<file path="config.mk">
export PLATFORM = sky130hd
export DESIGN_NAME = pwm_timer_bank
export DESIGN_NICKNAME = d
export VERILOG_FILES = /design/src/rtl/pwm_bank_pkg.sv /design/src/rtl/pwm_prescaler.sv /design/src/rtl/pwm_channel.sv /design/src/rtl/pwm_regfile.sv /design/src/rtl/pwm_timer_bank.sv
export SDC_FILE = /design/constraint.sdc
export NUM_CORES = 1
export LEC_CHECK = 0
export ABC_CLOCK_PERIOD_IN_PS = 8950
export BUFFER_PORTS_ARGS = -buffer_cell sky130_fd_sc_hd__buf_2
export CAP_MARGIN = 20
export CELL_PAD_IN_SITES_DETAIL_PLACEMENT = 1
export CELL_PAD_IN_SITES_GLOBAL_PLACEMENT = 1
export CORE_MARGIN = 5
export CORE_UTILIZATION = 45
export CTS_CLUSTER_DIAMETER = 100
export DETAILED_ROUTE_END_ITERATION = 8
export PLACE_DENSITY_LB_ADDON = 0.1
export SETUP_SLACK_MARGIN = 0.2
export SYNTH_ARGS = -nofsm -noshare
export SYNTH_HDL_FRONTEND = slang
export SYNTH_SLANG_ARGS = --single-unit
</file>
<file path="constraint.sdc">
create_clock -name clk -period 8.95 [get_ports clk]
set_input_delay 2.2375 -clock clk [delete_from_list [all_inputs] [get_ports clk]]
set_output_delay 2.2375 -clock clk [all_outputs]
set_load 0.1 [all_outputs]
</file>
<file path="src/rtl/pwm_bank_pkg.sv">
package pwm_bank_pkg;
  localparam int unsigned FIELD_W = 4;

  typedef struct packed {
    logic arl;   // bit 3: auto-reload
    logic inv;   // bit 2: invert output
    logic upd;   // bit 1: load from buffers while set
    logic run;   // bit 0: count enable
  } ch_ctrl_t;

  function automatic int unsigned field_base(input int unsigned ch);
    return (ch == 0) ? 0 : (4 * ch + 4);
  endfunction
endpackage

</file>
<file path="src/rtl/pwm_prescaler.sv">
module pwm_prescaler #(
  parameter int unsigned SEL_W = 2
) (
  input  logic                  clk,
  input  logic                  rst_n,
  output logic [(1<<SEL_W)-1:0] tick
);
  localparam int unsigned NSEL = 1 << SEL_W;

  logic [NSEL-1:0] pre_q;
  logic [NSEL-1:0] pre_d;

  always_comb pre_d = pre_q + NSEL'(1);

  always_ff @(posedge clk or negedge rst_n) begin
    if (!rst_n) pre_q <= '0;
    else        pre_q <= pre_d;
  end

  for (genvar k = 0; k < NSEL; k++) begin : g_tick
    assign tick[k] = &pre_q[k:0];
  end

  // a slower tick always coincides with the fastest one
  a_r5_nested_ticks: assert property (@(posedge clk) disable iff (!rst_n)
    tick[NSEL-1] |-> tick[0]);
  a_r5_fast_tick_alternates: assert property (@(posedge clk) disable iff (!rst_n)
    tick[0] |=> !tick[0]);
endmodule

</file>
<file path="src/rtl/pwm_channel.sv">
module pwm_channel
  import pwm_bank_pkg::*;
#(
  parameter int unsigned CNT_W = 16
) (
  input  logic             clk,
  input  logic             rst_n,
  input  logic             tick,
  input  ch_ctrl_t         ctrl,
  input  logic [CNT_W-1:0] cnt_buf,
  input  logic [CNT_W-1:0] cmp_buf,
  output logic [CNT_W-1:0] cnt_work,
  output logic             pwm_pin
);
  logic [CNT_W-1:0] cnt_q, cnt_d, cmp_q, cmp_d, cnt_dec;
  logic             raw_q, raw_d;
  logic             at_zero, step, load, upd_en;

  assign at_zero = (cnt_q == '0);
  assign cnt_dec = cnt_q - CNT_W'(1);
  assign step    = ctrl.run && !ctrl.upd && tick;
  assign load    = ctrl.upd || (step && at_zero && ctrl.arl);
  assign upd_en  = load || (step && !at_zero);

  always_comb begin
    cnt_d = cnt_q;
    cmp_d = cmp_q;
    raw_d = raw_q;
    if (load) begin
      cnt_d = cnt_buf;
      cmp_d = cmp_buf;
      raw_d = 1'b0;
    end else if (step && !at_zero) begin
      cnt_d = cnt_dec;
      if (cnt_dec == cmp_q) raw_d = 1'b1;
    end
  end

  always_ff @(posedge clk or negedge rst_n) begin
    if (!rst_n) begin
      cnt_q <= '0;
      cmp_q <= '0;
      raw_q <= 1'b0;
    end else if (upd_en) begin
      cnt_q <= cnt_d;
      cmp_q <= cmp_d;
      raw_q <= raw_d;
    end
  end

  assign cnt_work = cnt_q;
  assign pwm_pin  = (ctrl.run && !ctrl.upd && raw_q) ^ ctrl.inv;

  // stopped channel keeps its count
  a_r10_hold_when_stopped: assert property (@(posedge clk) disable iff (!rst_n)
    (!ctrl.run && !ctrl.upd) |=> $stable(cnt_q));
  // update bit loads buffers
  a_r4_manual_load: assert property (@(posedge clk) disable iff (!rst_n)
    ctrl.upd |=> (cnt_q == $past(cnt_buf)) && (cmp_q == $past(cmp_buf)));
  // decrement by exactly one
  a_r5_step_by_one: assert property (@(posedge clk) disable iff (!rst_n)
    (step && !at_zero) |=> (cnt_q == $past(cnt_q) - CNT_W'(1)));
  // output only rises where the fresh count meets compare
  a_r7_rise_on_match: assert property (@(posedge clk) disable iff (!rst_n)
    $rose(raw_q) |-> (cnt_q == cmp_q) && $past(step));
  // reload at zero
  a_r8_reload: assert property (@(posedge clk) disable iff (!rst_n)
    (step && at_zero && ctrl.arl) |=> (cnt_q == $past(cnt_buf)) && !raw_q);
  // stop at zero without auto-reload
  a_r9_stop_at_zero: assert property (@(posedge clk) disable iff (!rst_n)
    (at_zero && !ctrl.arl && !ctrl.upd) |=> (cnt_q == '0));
endmodule

</file>
<file path="src/rtl/pwm_regfile.sv">
module pwm_regfile
  import pwm_bank_pkg::*;
#(
  parameter int unsigned NUM_CH = 4,
  parameter int unsigned CNT_W  = 16,
  parameter int unsigned DATA_W = 32,
  parameter int unsigned ADDR_W = 4,
  parameter int unsigned SEL_W  = 2
) (
  input  logic                                 clk,
  input  logic                                 rst_n,
  input  logic                                 wr_en,
  input  logic [ADDR_W-1:0]                    addr,
  input  logic [DATA_W-1:0]                    wr_data,
  input  logic [NUM_CH-1:0][CNT_W-1:0]         cnt_work,
  output ch_ctrl_t [NUM_CH-1:0]                ctrl,
  output logic [((NUM_CH+1)/2)-1:0][SEL_W-1:0] div_sel,
  output logic [NUM_CH-1:0][CNT_W-1:0]         cnt_buf,
  output logic [NUM_CH-1:0][CNT_W-1:0]         cmp_buf,
  output logic [DATA_W-1:0]                    rd_data
);
  localparam int unsigned NUM_PAIRS  = (NUM_CH + 1) / 2;
  localparam int unsigned DIV_W      = NUM_PAIRS * SEL_W;
  localparam int unsigned ADDR_CTRL  = 0;
  localparam int unsigned ADDR_DIV   = 1;
  localparam int unsigned ADDR_BUF0  = 2;
  localparam int unsigned ADDR_WORK0 = ADDR_BUF0 + 2 * NUM_CH;

  ch_ctrl_t [NUM_CH-1:0]        ctrl_q, ctrl_d;
  logic [DIV_W-1:0]             div_q, div_d;
  logic [NUM_CH-1:0][CNT_W-1:0] cnt_buf_q, cnt_buf_d, cmp_buf_q, cmp_buf_d;
  logic                         ctrl_we, div_we;
  logic [NUM_CH-1:0]            cnt_we, cmp_we;
  logic                         unused_wr_bits;

  assign unused_wr_bits = ^wr_data;

  assign ctrl_we = wr_en && (addr == ADDR_W'(ADDR_CTRL));
  assign div_we  = wr_en && (addr == ADDR_W'(ADDR_DIV));

  always_comb begin
    for (int i = 0; i < NUM_CH; i++) begin
      ctrl_d[i]    = wr_data[field_base(i) +: FIELD_W];
      cnt_we[i]    = wr_en && (addr == ADDR_W'(ADDR_BUF0 + 2 * i));
      cmp_we[i]    = wr_en && (addr == ADDR_W'(ADDR_BUF0 + 2 * i + 1));
      cnt_buf_d[i] = wr_data[CNT_W-1:0];
      cmp_buf_d[i] = wr_data[CNT_W-1:0];
    end
    div_d = wr_data[DIV_W-1:0];
  end

  always_ff @(posedge clk or negedge rst_n) begin
    if (!rst_n) ctrl_q <= '0;
    else if (ctrl_we) ctrl_q <= ctrl_d;
  end

  always_ff @(posedge clk or negedge rst_n) begin
    if (!rst_n) div_q <= '0;
    else if (div_we) div_q <= div_d;
  end

  for (genvar g = 0; g < NUM_CH; g++) begin : g_buf
    always_ff @(posedge clk or negedge rst_n) begin
      if (!rst_n) cnt_buf_q[g] <= '0;
      else if (cnt_we[g]) cnt_buf_q[g] <= cnt_buf_d[g];
    end
    always_ff @(posedge clk or negedge rst_n) begin
      if (!rst_n) cmp_buf_q[g] <= '0;
      else if (cmp_we[g]) cmp_buf_q[g] <= cmp_buf_d[g];
    end
    // buffer write lands in the buffer only
    a_r3_buf_capture: assert property (@(posedge clk) disable iff (!rst_n)
      cnt_we[g] |=> (cnt_buf[g] == $past(wr_data[CNT_W-1:0])));
  end

  for (genvar p = 0; p < NUM_PAIRS; p++) begin : g_div
    assign div_sel[p] = div_q[p*SEL_W +: SEL_W];
  end

  assign ctrl    = ctrl_q;
  assign cnt_buf = cnt_buf_q;
  assign cmp_buf = cmp_buf_q;

  always_comb begin
    rd_data = '0;
    if (addr == ADDR_W'(ADDR_CTRL)) begin
      for (int i = 0; i < NUM_CH; i++) rd_data[field_base(i) +: FIELD_W] = ctrl_q[i];
    end else if (addr == ADDR_W'(ADDR_DIV)) begin
      rd_data[DIV_W-1:0] = div_q;
    end
    for (int i = 0; i < NUM_CH; i++) begin
      if (addr == ADDR_W'(ADDR_BUF0 + 2 * i))     rd_data[CNT_W-1:0] = cnt_buf_q[i];
      if (addr == ADDR_W'(ADDR_BUF0 + 2 * i + 1)) rd_data[CNT_W-1:0] = cmp_buf_q[i];
      if (addr == ADDR_W'(ADDR_WORK0 + i))        rd_data[CNT_W-1:0] = cnt_work[i];
    end
  end

  // a control write stores exactly the addressed field bits
  a_r2_ctrl_capture: assert property (@(posedge clk) disable iff (!rst_n)
    ctrl_we |=> (ctrl[NUM_CH-1] == $past(wr_data[field_base(NUM_CH-1) +: FIELD_W])));
endmodule

</file>
<file path="src/rtl/pwm_timer_bank.sv">
module pwm_timer_bank
  import pwm_bank_pkg::*;
#(
  parameter int unsigned NUM_CH = 4,
  parameter int unsigned CNT_W  = 16,
  parameter int unsigned DATA_W = 32,
  parameter int unsigned ADDR_W = 4,
  parameter int unsigned SEL_W  = 2
) (
  input  logic              clk,
  input  logic              rst_n,
  input  logic              wr_en,
  input  logic [ADDR_W-1:0] addr,
  input  logic [DATA_W-1:0] wr_data,
  output logic [DATA_W-1:0] rd_data,
  output logic [NUM_CH-1:0] pwm_out
);
  localparam int unsigned NUM_PAIRS = (NUM_CH + 1) / 2;
  localparam int unsigned NSEL      = 1 << SEL_W;

  logic [1:0]                    rst_sync_q;
  logic                          rst_int_n;
  logic [NSEL-1:0]               tick;
  ch_ctrl_t [NUM_CH-1:0]         ctrl;
  logic [NUM_PAIRS-1:0][SEL_W-1:0] div_sel;
  logic [NUM_CH-1:0][CNT_W-1:0]  cnt_buf, cmp_buf, cnt_work;

  always_ff @(posedge clk or negedge rst_n) begin
    if (!rst_n) rst_sync_q <= 2'b00;
    else        rst_sync_q <= {rst_sync_q[0], 1'b1};
  end
  assign rst_int_n = rst_sync_q[1];

  pwm_prescaler #(.SEL_W(SEL_W)) u_pre (
    .clk(clk), .rst_n(rst_int_n), .tick(tick)
  );

  pwm_regfile #(
    .NUM_CH(NUM_CH), .CNT_W(CNT_W), .DATA_W(DATA_W), .ADDR_W(ADDR_W), .SEL_W(SEL_W)
  ) u_regs (
    .clk(clk), .rst_n(rst_int_n), .wr_en(wr_en), .addr(addr), .wr_data(wr_data),
    .cnt_work(cnt_work), .ctrl(ctrl), .div_sel(div_sel),
    .cnt_buf(cnt_buf), .cmp_buf(cmp_buf), .rd_data(rd_data)
  );

  for (genvar g = 0; g < NUM_CH; g++) begin : g_ch
    logic ch_tick;
    assign ch_tick = tick[div_sel[g/2]];
    pwm_channel #(.CNT_W(CNT_W)) u_ch (
      .clk(clk), .rst_n(rst_int_n), .tick(ch_tick), .ctrl(ctrl[g]),
      .cnt_buf(cnt_buf[g]), .cmp_buf(cmp_buf[g]),
      .cnt_work(cnt_work[g]), .pwm_pin(pwm_out[g])
    );
    // while stopped the pin sits at the invert level
    a_r11_idle_level: assert property (@(posedge clk) disable iff (!rst_int_n)
      (!ctrl[g].run) |-> (pwm_out[g] == ctrl[g].inv));
  end
endmodule

</file>
Word level (Yosys, flattened, before mapping)

Index checks and enable logic that the tools add are counted.

Register bits after elaboration: 286
Input port bits: 39
Output and inout bits: 36
Word-level logic and storage cells: 184

$add $sub $neg: 5
Magnitude comparators: 2
Equal/unequal tests: 17
Muxes and demuxes: 39
Bitwise gates (word level): 4
Reductions and logical operators: 78

Operator list:

| kind                                                                          | count |
|---|---|
| 16-bit two-way mux                                                            | 20 |
| 16-bit equality test                                                          | 4 |
| 16-bit zero test                                                              | 4 |
| 16-bit by 1-bit subtractor with 16-bit output (second input constant)         | 4 |
| 1-bit logical AND                                                             | 34 |
| 4-bit equality test (second input constant)                                   | 6 |
| 2-bit AND reduction                                                           | 9 |
| 4-bit by 3-bit equality test with 1-bit output (second input constant)        | 4 |
| 2-bit nonzero test                                                            | 8 |
| 3-bit AND reduction                                                           | 5 |
| 1-bit two-way mux                                                             | 14 |
| 12-bit two-way mux                                                            | 1 |
| 4-bit by 2-bit equality test with 1-bit output (second input constant)        | 2 |
| 1-bit zero test                                                               | 8 |
| 1-bit logical OR                                                              | 8 |
| 4-bit two-way mux                                                             | 2 |
| 2-bit by 3-bit less-than comparator with 1-bit output (second input constant) | 2 |
| 4-bit by 1-bit adder with 4-bit output (second input constant)                | 1 |
| 1-bit binary-select mux with 2-bit select                                     | 2 |
| 4-bit by 1-bit equality test with 1-bit output (second input constant)        | 1 |
| 4-bit zero test                                                               | 1 |
| 4-bit AND reduction                                                           | 1 |
| 1-bit bitwise XOR                                                             | 4 |

Depth between registers and ports, before layout

Gate-level depths: netlist of run 1.

Depth in word-level cells: 15
Depth in mapped cells: 12
Depth with buffers taken out: 9

By module

A second synthesis of run 1 with hierarchy kept.

Cells, all modules: 1603
Area total of the unflattened synthesis: 16648.5 µm²

Modules (own cells, without submodules):

| module                          | instances | cells an instance | area each (µm²) | seq. area each (µm²) |
|---|---|---|---|---|
| pwm_regfile                     | 1         | 705               | 7928.9          | 3703.6 |
| pwm_channel at g_ch[2].u_ch ... | 2         | 228               | 2172.1          | 825.8 |
| pwm_channel at g_ch[0].u_ch ... | 2         | 213               | 2059.5          | 825.8 |
| pwm_prescaler                   | 1         | 11                | 157.7           | 100.1 |
| pwm_timer_bank                  | 1         | 5                 | 98.8            | 50.0 |

Worst setup path before layout of run 1

No wires, ideal clock.

Path kind: input to output
From: input port addr[0]
To: output port rd_data[2]
Arrival time: 5.683 ns
Path slack: 1.030 ns
Stages: 7
Buffers on the path: 3
Cell sequence: clkbuf_1 or2_2 clkbuf_1 nor2_1 clkbuf_1 a221oi_1 o21ai_0

Cells in the longest elaborated chain, start to end: 15
Elaborated cells between the ends (all ways): 28
Classes of those cells: 13 x eq/ne; 14 x mux; 1 x reduce/logical

Ends and longest elaborated chain:

| what                                           | RTL line             | text |
|---|---|---|
| start: declaration                             | pwm_timer_bank.sv:13 | `input logic [ADDR_W-1:0] addr,` |
| 4-bit by 1-bit equality test with 1-bit output | pwm_regfile.sv:88    | `end else if (addr == ADDR_W'(ADDR_DIV)) begin` |
| 4-bit two-way mux                              | pwm_regfile.sv:88    |  |
| 4-bit two-way mux                              | pwm_regfile.sv:86    | `if (addr == ADDR_W'(ADDR_CTRL)) begin` |
| 16-bit two-way mux                             | pwm_regfile.sv:92    | `if (addr == ADDR_W'(ADDR_BUF0 + 2 * i)) rd_data[CNT_W-1:0] = cnt_buf_q[i];` |
| 16-bit two-way mux                             | pwm_regfile.sv:93    | `if (addr == ADDR_W'(ADDR_BUF0 + 2 * i + 1)) rd_data[CNT_W-1:0] = cmp_buf_q[i];` |
| 16-bit two-way mux                             | pwm_regfile.sv:94    | `if (addr == ADDR_W'(ADDR_WORK0 + i)) rd_data[CNT_W-1:0] = cnt_work[i];` |
| 16-bit two-way mux                             | pwm_regfile.sv:92    |  |
| 16-bit two-way mux                             | pwm_regfile.sv:93    |  |
| 16-bit two-way mux                             | pwm_regfile.sv:94    |  |
| 16-bit two-way mux                             | pwm_regfile.sv:92    |  |
| 16-bit two-way mux                             | pwm_regfile.sv:93    |  |
| 16-bit two-way mux                             | pwm_regfile.sv:94    |  |
| 16-bit two-way mux                             | pwm_regfile.sv:92    |  |
| 16-bit two-way mux                             | pwm_regfile.sv:93    |  |
| 16-bit two-way mux *                           | pwm_regfile.sv:94    |  |
| end: declaration                               | pwm_timer_bank.sv:15 | `output logic [DATA_W-1:0] rd_data,` |

Mark *: on every way between the ends. The rest lies on a longest branch, timed or not.

Final worst setup path of run 1

From: input port addr[1]
To: output port rd_data[1]

Same word-level chain as after synthesis.

==> flow_summary.ini, run 1 <==
[clock_network]
clkLatencyLatePin_ns = 0.53
cts.repair.resized = 0
cts_root_buffer = clkbuf_16
clkSinkCount = 286
holdBufCountCts = 0
cts_tree = yes
postCtsSetupBuffers = 0
numCtsBuffers = 34
path_clk_slew_ns = 0.05
cts.path.max_buffers = 3
h-tree-depth = 2

[sta]
finalMaxSlewViolations = 0
finalWorstSetupSlack_ns = 1.49
fin_crit_sh_pct = 83.3
fmax_ghz = 0.134
rsz0062_at_grt = no
tightestPinTransition_ns = 1.09
setup_tns_ns = 0
period_needed_ns = 7.46
setup_viol = 0
skew_ns = 0.0176
relSlewSlack_pct = 26.9
hold_viol_final = 0

[routing]
drcViolationCount = 0
detail_route.vias_per_cell = 6.30
route.antenna.remaining_nets = 0
drtPass1Iterations = 7
wl_mm = 54.9
drt_iter0_drc = 1101
wire_per_inst_um = 26.8
vias = 12900

[global_route]
met2_usage_pct = 43.1
grtUsageTotal_pct = 28.3
grt_pass1_vias = 13400
antenna_found_initial = 3
use_met1_pct = 41.1
overflow = 0
grt_use_met3_pct = 3.75
grt_pass1_wl_mm = 84.6
grt_max_degree = 176
gr-max-usage-layer = met2

[logic_synthesis]
ys.flop_type = dfrtp_1
postSynth.asyncResetShare_pct = 100
synth.distinct_cells = 70
ys_top_cells_by_area = dfrtp_1 45%, mux2_2 14%, nand2_1 4.9%
synth_top_area_share_pct = 45.3
avgSynthCellArea_um2 = 10.0
syn-cell-area_um2 = 15800
synth-seq-cells = 286
synth_edf_count = 0
ys_warn_count = 0
yosysTopAreaCell = dfrtp_1
synth-seq-area-share_pct = 45.3
netlist_instances = 1574

[layout]
drive_above_1_share_pct = 21.1
synthToLayoutAreaGrowth_pct = 10.2
final-seq-area_um2 = 7160
fin_nets = 1618
nFillCells = 3781
multi_input_area_um2 = 8020

[setup_path]
cp_cell_sequence = buf_2 -> or2_2 -> nor2_1 -> a22oi_1 -> o311ai_0 -> o21ai_0 -> a21oi_1 -> a221o_1 -> buf_2
cp-end-kind = output pin
worst-r2r-cell-count = 9
crit_cells = 9
slowest_stage = nor2_1
worstReg2RegEnd = g_ch[3].u_ch.raw_q
worstSetupStartpointType = primary input
path_buf_inv = 2
slowest_delay_ns = 0.66
cp_max_fo = 33
crit_type = primary input to output pin
worstPathArrival_ns = 5.22
path_delay_family = compound AO/OA/AOI/OAI gates
r2r_setup_slack_ns = 4.86
r2r-start = g_ch[3].u_ch.cnt_work[0]
required_ns = 6.71
crit_top_cell = buf_2

[place]
place_congestion = 0.976
port_buffers = 50
place_ws_ns = 1.56
hpwl_mm = 38.8

[outcome]
status = completed

[hold_path]
hold_class = flip-flop to flip-flop
hp-start = rst_sync_q[0]
hold-path-endpoint = rst_sync_q[1]
hold_depth = 0

[floorplanning]
io_pins = 75
dieArea_um2 = 39000
core-area_um2 = 34600
start_util_pct = 45.6
num_rows = 68
die_w_um = 197
die_y_um = 197

[job]
drv_cap = 0

[power]
powerDensity_nw_per_um2 = 331
ir_drop_uv = 179
leakage_nw = 7.49
==> state kept, by name (all words and copies together) (netlist names) <==
signal,flops
rst_sync_q,2
u_pre.pre_q,4
g_ch.u_ch.cnt_work,64
g_ch.u_ch.cmp_q,64
u_regs.div_sel,4
u_regs.cnt_buf,64
u_regs.ctrl,16
g_ch.u_ch.raw_q,4
u_regs.cmp_buf,64
==> worst max path at each step <==
| stage | from | endpoint | slack (ns) |
|---|---|---|---|
| after CTS | addr[3] | rd_data[13] | 1.55 |
| after global placement | addr[3] | rd_data[13] | 1.62 |
| final | addr[1] | rd_data[1] | 1.49 |
| after detailed placement | addr[3] | rd_data[13] | 1.56 |
| after floorplan | rst_sync_q[1] | g_ch[0].u_ch.cmp_q[0] | 0.39 |
| after global routing | addr[3] | rd_data[13] | 1.41 |
==> logic make-up after synthesis <==
family          synth area share (%)
compound gates                  14.7
xor+xnor                        5.05
fa+ha+maj                      0.792
buf+inv                         4.28
flops                           45.3
mux                             14.6
other cells                   0.0475
simple gates                    15.3
==> Yosys cell counts (4+ instances only) <==
library cell  count
dfrtp_1         286
nand2_1         207
mux2_2          200
o21ai_0          96
clkbuf_1         88
nor2_1           72
xnor2_1          62
a221o_1          45
nor3_1           39
inv_1            34
a21oi_1          33
nor4_1           32
xor2_1           29
nand3_1          28
a22oi_1          24
buf_4            17
buf_1            16
nand2b_1         16
a222oi_1         15
nor2b_1          14
nand4_1          13
nor3b_1          13
a22o_1           12
and3_1           12
or3_1            12
a31oi_1          11
o211ai_1         11
ha_1             10
o311ai_0         10
o22ai_1           8
or4_1             8
a221oi_1          7
buf_2             6
nand3b_1          6
o221ai_1          6
a41oi_1           5
and4_1            5
mux2i_1           5
a211oi_1          4
and2_1            4
nor4b_1           4
or2_2             4
==> final cells by class <==
| class | instances | share of cell area (%) |
|---|---|---|
| diodes | 1 | 0.0144 |
| well taps | 455 | 3.27 |
| inverters | 34 | 0.733 |
| clock buffers | 52 | 5.93 |
| repair buffers | 75 | 2.66 |
| flip-flops and latches | 286 | 41.1 |
| clock inverters | 4 | 0.259 |
| multi-input cells | 1138 | 46.0 |
==> cell usage in the layout, fill, tap and decap left out, drive strengths merged, types with 10 or more instances in the layout <==
| master | n |
|---|---|
| a21oi | 33 |
| a221o | 45 |
| a222oi | 15 |
| a22o | 12 |
| a22oi | 24 |
| a31oi | 11 |
| and3 | 12 |
| buf | 74 |
| clkbuf | 53 |
| conb | 13 |
| dfrtp | 286 |
| ha | 10 |
| inv | 34 |
| mux2 | 200 |
| nand2 | 207 |
| nand2b | 16 |
| nand3 | 28 |
| nand4 | 13 |
| nor2 | 72 |
| nor2b | 14 |
| nor3 | 39 |
| nor3b | 13 |
| nor4 | 33 |
| o211ai | 11 |
| o21ai | 99 |
| o311ai | 12 |
| or3 | 12 |
| xnor2 | 62 |
| xor2 | 29 |
==> per-layer routing <==
| layer | wire (um) | share of wire, % |
|---|---|---|
| met1 | 25100 | 46 |
| met2 | 24600 | 45 |
| met3 | 2800 | 5.1 |
| met4 | 2410 | 4.4 |
| met5 | 0 | 0 |
==> per-stage QoR <==
stage               cell area [um2]  total power, mW  instances  utilization (%)  hold WS [ns]
detailed placement            16300             4.38       1984             47.1         0.348
global placement              16300             4.30       1984             47.1         0.340
global route                  17400             6.09       2045             50.3         0.377
CTS                           17400             5.77       2040             50.2         0.366
finish                        17400             5.76       2045             50.3         0.363
floorplan                     15800             3.73       1585                -         0.331
==> power by group <==
group          leakage [nW]  internal [mW]  switching [mW]  total [mW]
Combinational          3.41          0.860            1.15        2.01
Sequential             3.55           1.71           0.671        2.38
Clock                 0.530          0.819           0.544        1.36
Total                  7.49           3.39            2.36        5.76
(Power assumes the default switching activity.)
==> run 2: changes to the inputs <==
--- a/config.mk
+++ b/config.mk
@@ -5,13 +5,13 @@
 export SDC_FILE = /design/constraint.sdc
 export NUM_CORES = 1
 export LEC_CHECK = 0
-export ABC_CLOCK_PERIOD_IN_PS = 8950
+export ABC_CLOCK_PERIOD_IN_PS = 7700
 export BUFFER_PORTS_ARGS = -buffer_cell sky130_fd_sc_hd__buf_2
 export CAP_MARGIN = 20
 export CELL_PAD_IN_SITES_DETAIL_PLACEMENT = 1
 export CELL_PAD_IN_SITES_GLOBAL_PLACEMENT = 1
 export CORE_MARGIN = 5
-export CORE_UTILIZATION = 45
+export CORE_UTILIZATION = 49
 export CTS_CLUSTER_DIAMETER = 100
 export DETAILED_ROUTE_END_ITERATION = 8
 export PLACE_DENSITY_LB_ADDON = 0.1
==> constraint.sdc (replaced) <==
create_clock -name clk -period 7.7 [get_ports clk]
set_input_delay 1.925 -clock clk [delete_from_list [all_inputs] [get_ports clk]]
set_output_delay 1.925 -clock clk [all_outputs]
set_load 0.1 [all_outputs]
==> run 2 against run 1 <==
Against the previous run: flip-flop and latch count did not move; clock skew is 0.0052 ns lower; routed wire length shrank 0.63%; first-iteration DRC count increased by 4.5%.
==> flow_summary.ini, run 2 (synthesized netlist as in run 1, its figures left out) <==
[clock_network]
cts_tree = yes
cts_root_buffer = clkbuf_16
clkLatencyLatePin_ns = 0.58
h-tree-depth = 1
path_clk_slew_ns = 0.06
numCtsBuffers = 31
postCtsSetupBuffers = 0
holdBufCountCts = 0
cts.repair.resized = 0
clkSinkCount = 286
cts.path.max_buffers = 3

[floorplanning]
start_util_pct = 49.8
io_pins = 75
die_w_um = 190
dieArea_um2 = 35900
num_rows = 65
die_y_um = 190
core-area_um2 = 31700

[setup_path]
cp_max_fo = 34
path_delay_family = buffers and inverters
worstSetupStartpointType = primary input
slowest_stage = buf_2
path_buf_inv = 3
slowest_delay_ns = 0.60
worstReg2RegEnd = g_ch[3].u_ch.raw_q
cp_cell_sequence = buf_2 -> nand2b_1 -> nor2_1 -> buf_4 -> a21oi_1 -> o21ai_0 -> nand2_1 -> a221oi_1 -> o21ai_0 -> buf_2
r2r_setup_slack_ns = 3.66
crit_type = primary input to output pin
cp-end-kind = output pin
required_ns = 5.78
worst-r2r-cell-count = 9
worstPathArrival_ns = 4.62
r2r-start = g_ch[3].u_ch.cnt_work[0]

[job]
drv_cap = 0

[sta]
fmax_ghz = 0.153
tightestPinTransition_ns = 1.08
finalMaxSlewViolations = 0
period_needed_ns = 6.55
fin_crit_sh_pct = 85.0
relSlewSlack_pct = 28.1
hold_viol_final = 0
rsz0062_at_grt = no
skew_ns = 0.0124
setup_viol = 0
setup_tns_ns = 0

[global_route]
overflow = 0
grt_max_degree = 126
use_met1_pct = 42.0
grt_pass1_vias = 13300
met2_usage_pct = 47.4
grt_use_met3_pct = 4.97
antenna_found_initial = 0
gr-max-usage-layer = met2
grt_pass1_wl_mm = 83.3
grtUsageTotal_pct = 30.0

[power]
combPwrFrac_pct = 35.0
p_seq_share_pct = 41.4
powerDensity_nw_per_um2 = 386
power.total_mw = 6.70
leakage_nw = 7.52
net-switching-power_mw = 2.77
clockPowerShare_pct = 23.5
p_int_mw = 3.93
ir_drop_uv = 204
swShare_pct = 41.3

[layout]
multi_input_area_um2 = 8010
nFillCells = 3444
fin_nets = 1620
stdcell_count = 1998
final-seq-area_um2 = 7160
layout_commonest_cell = dfrtp_1
final_cell_mix = 285 x dfrtp_1, 207 x nand2_1, 200 x mux2_2, 96 x o21ai_0, 72 x nor2_1
synthToLayoutAreaGrowth_pct = 10.0
drive_above_1_share_pct = 21.8

[routing]
route.antenna.remaining_nets = 0
vias = 13100
wl_mm = 54.5
drtPass1Iterations = 7
drcViolationCount = 0
drt_iter0_drc = 1150
wire_per_inst_um = 27.3
detail_route.vias_per_cell = 6.55

[place]
placedCellCount = 1939
port_buffers = 50
place_congestion = 0.988
hpwl_mm = 38.4

[hold_path]
hold_class = flip-flop to async pin

[outcome]
status = completed
## run 2: cell types whose count changed in the layout (fill, tap and decap cells not counted), moves of 2 or more
| cell | change |
|---|---|
| clkbuf_1 | -8 |
| buf_4 | +7 |
| clkbuf_8 | +7 |
| clkbuf_16 | -6 |
| clkinv_2 | +4 |
| buf_8 | -2 |
| bufinv_16 | +2 |
## run 2: worst reg2reg max path: stages (launching register included)
cell and delay (ns):
dfrtp_1 0.46, inv_1 0.16, ha_1 0.38, nor3b_1 0.58, nand3_1 0.41, a2111oi_0 0.68, o211ai_1 0.17, or4_1 0.57
or4_1 0.43, o21ai_0 0.15
## run 2: metal layers
layer,vias up,wire length [um]
li1,5743,-
met1,6818,23700
met2,413,25000
met3,107,3530
met4,0,2340
met5,-,0
## run 2: how the worst max path moves through the flow
stage	from	end	slack, ns	cells after the start
2_1_floorplan	addr[0]	rd_data[2]	0.40	7
3_3_place_gp	addr[2]	rd_data[2]	1.22	10
3_5_place_dp	addr[2]	rd_data[2]	1.20	10
4_1_cts	addr[2]	rd_data[2]	1.18	10
5_1_grt	addr[2]	rd_data[2]	1.05	10
6_report	addr[2]	rd_data[2]	1.15	10
## run 2: final cells by class
type / count / area share (%)
Antenna cell: 2 / 0.0288
Clock buffer: 45 / 5.46
Clock inverter: 11 / 0.763
Inverter: 34 / 0.734
Multi-Input combinational cell: 1138 / 46.1
Sequential cell: 286 / 41.2
Tap cell: 402 / 2.89
Timing Repair Buffer: 80 / 2.79
## run 2: per-stage QoR
stage               util, %  hold slack, ns  instance area [um2]  setup slack [ns]
floorplan                 -           0.331                15800             0.405
global placement       51.3           0.327                16300              1.22
detailed placement     51.3           0.334                16300              1.20
CTS                    54.7           0.349                17400              1.18
global route           54.8           0.378                17400              1.05
finish                 54.8           0.309                17400              1.15
## run 2: power groups by stage
stage | clock network [mW] | logic, mW | registers (mW)
floorplan | 0 | 2.00 | 2.34
global placement | 0 | 2.25 | 2.74
detailed placement | 0 | 2.32 | 2.77
CTS | 1.60 | 2.34 | 2.75
global route | 1.67 | 2.56 | 2.84
finish | 1.58 | 2.35 | 2.78
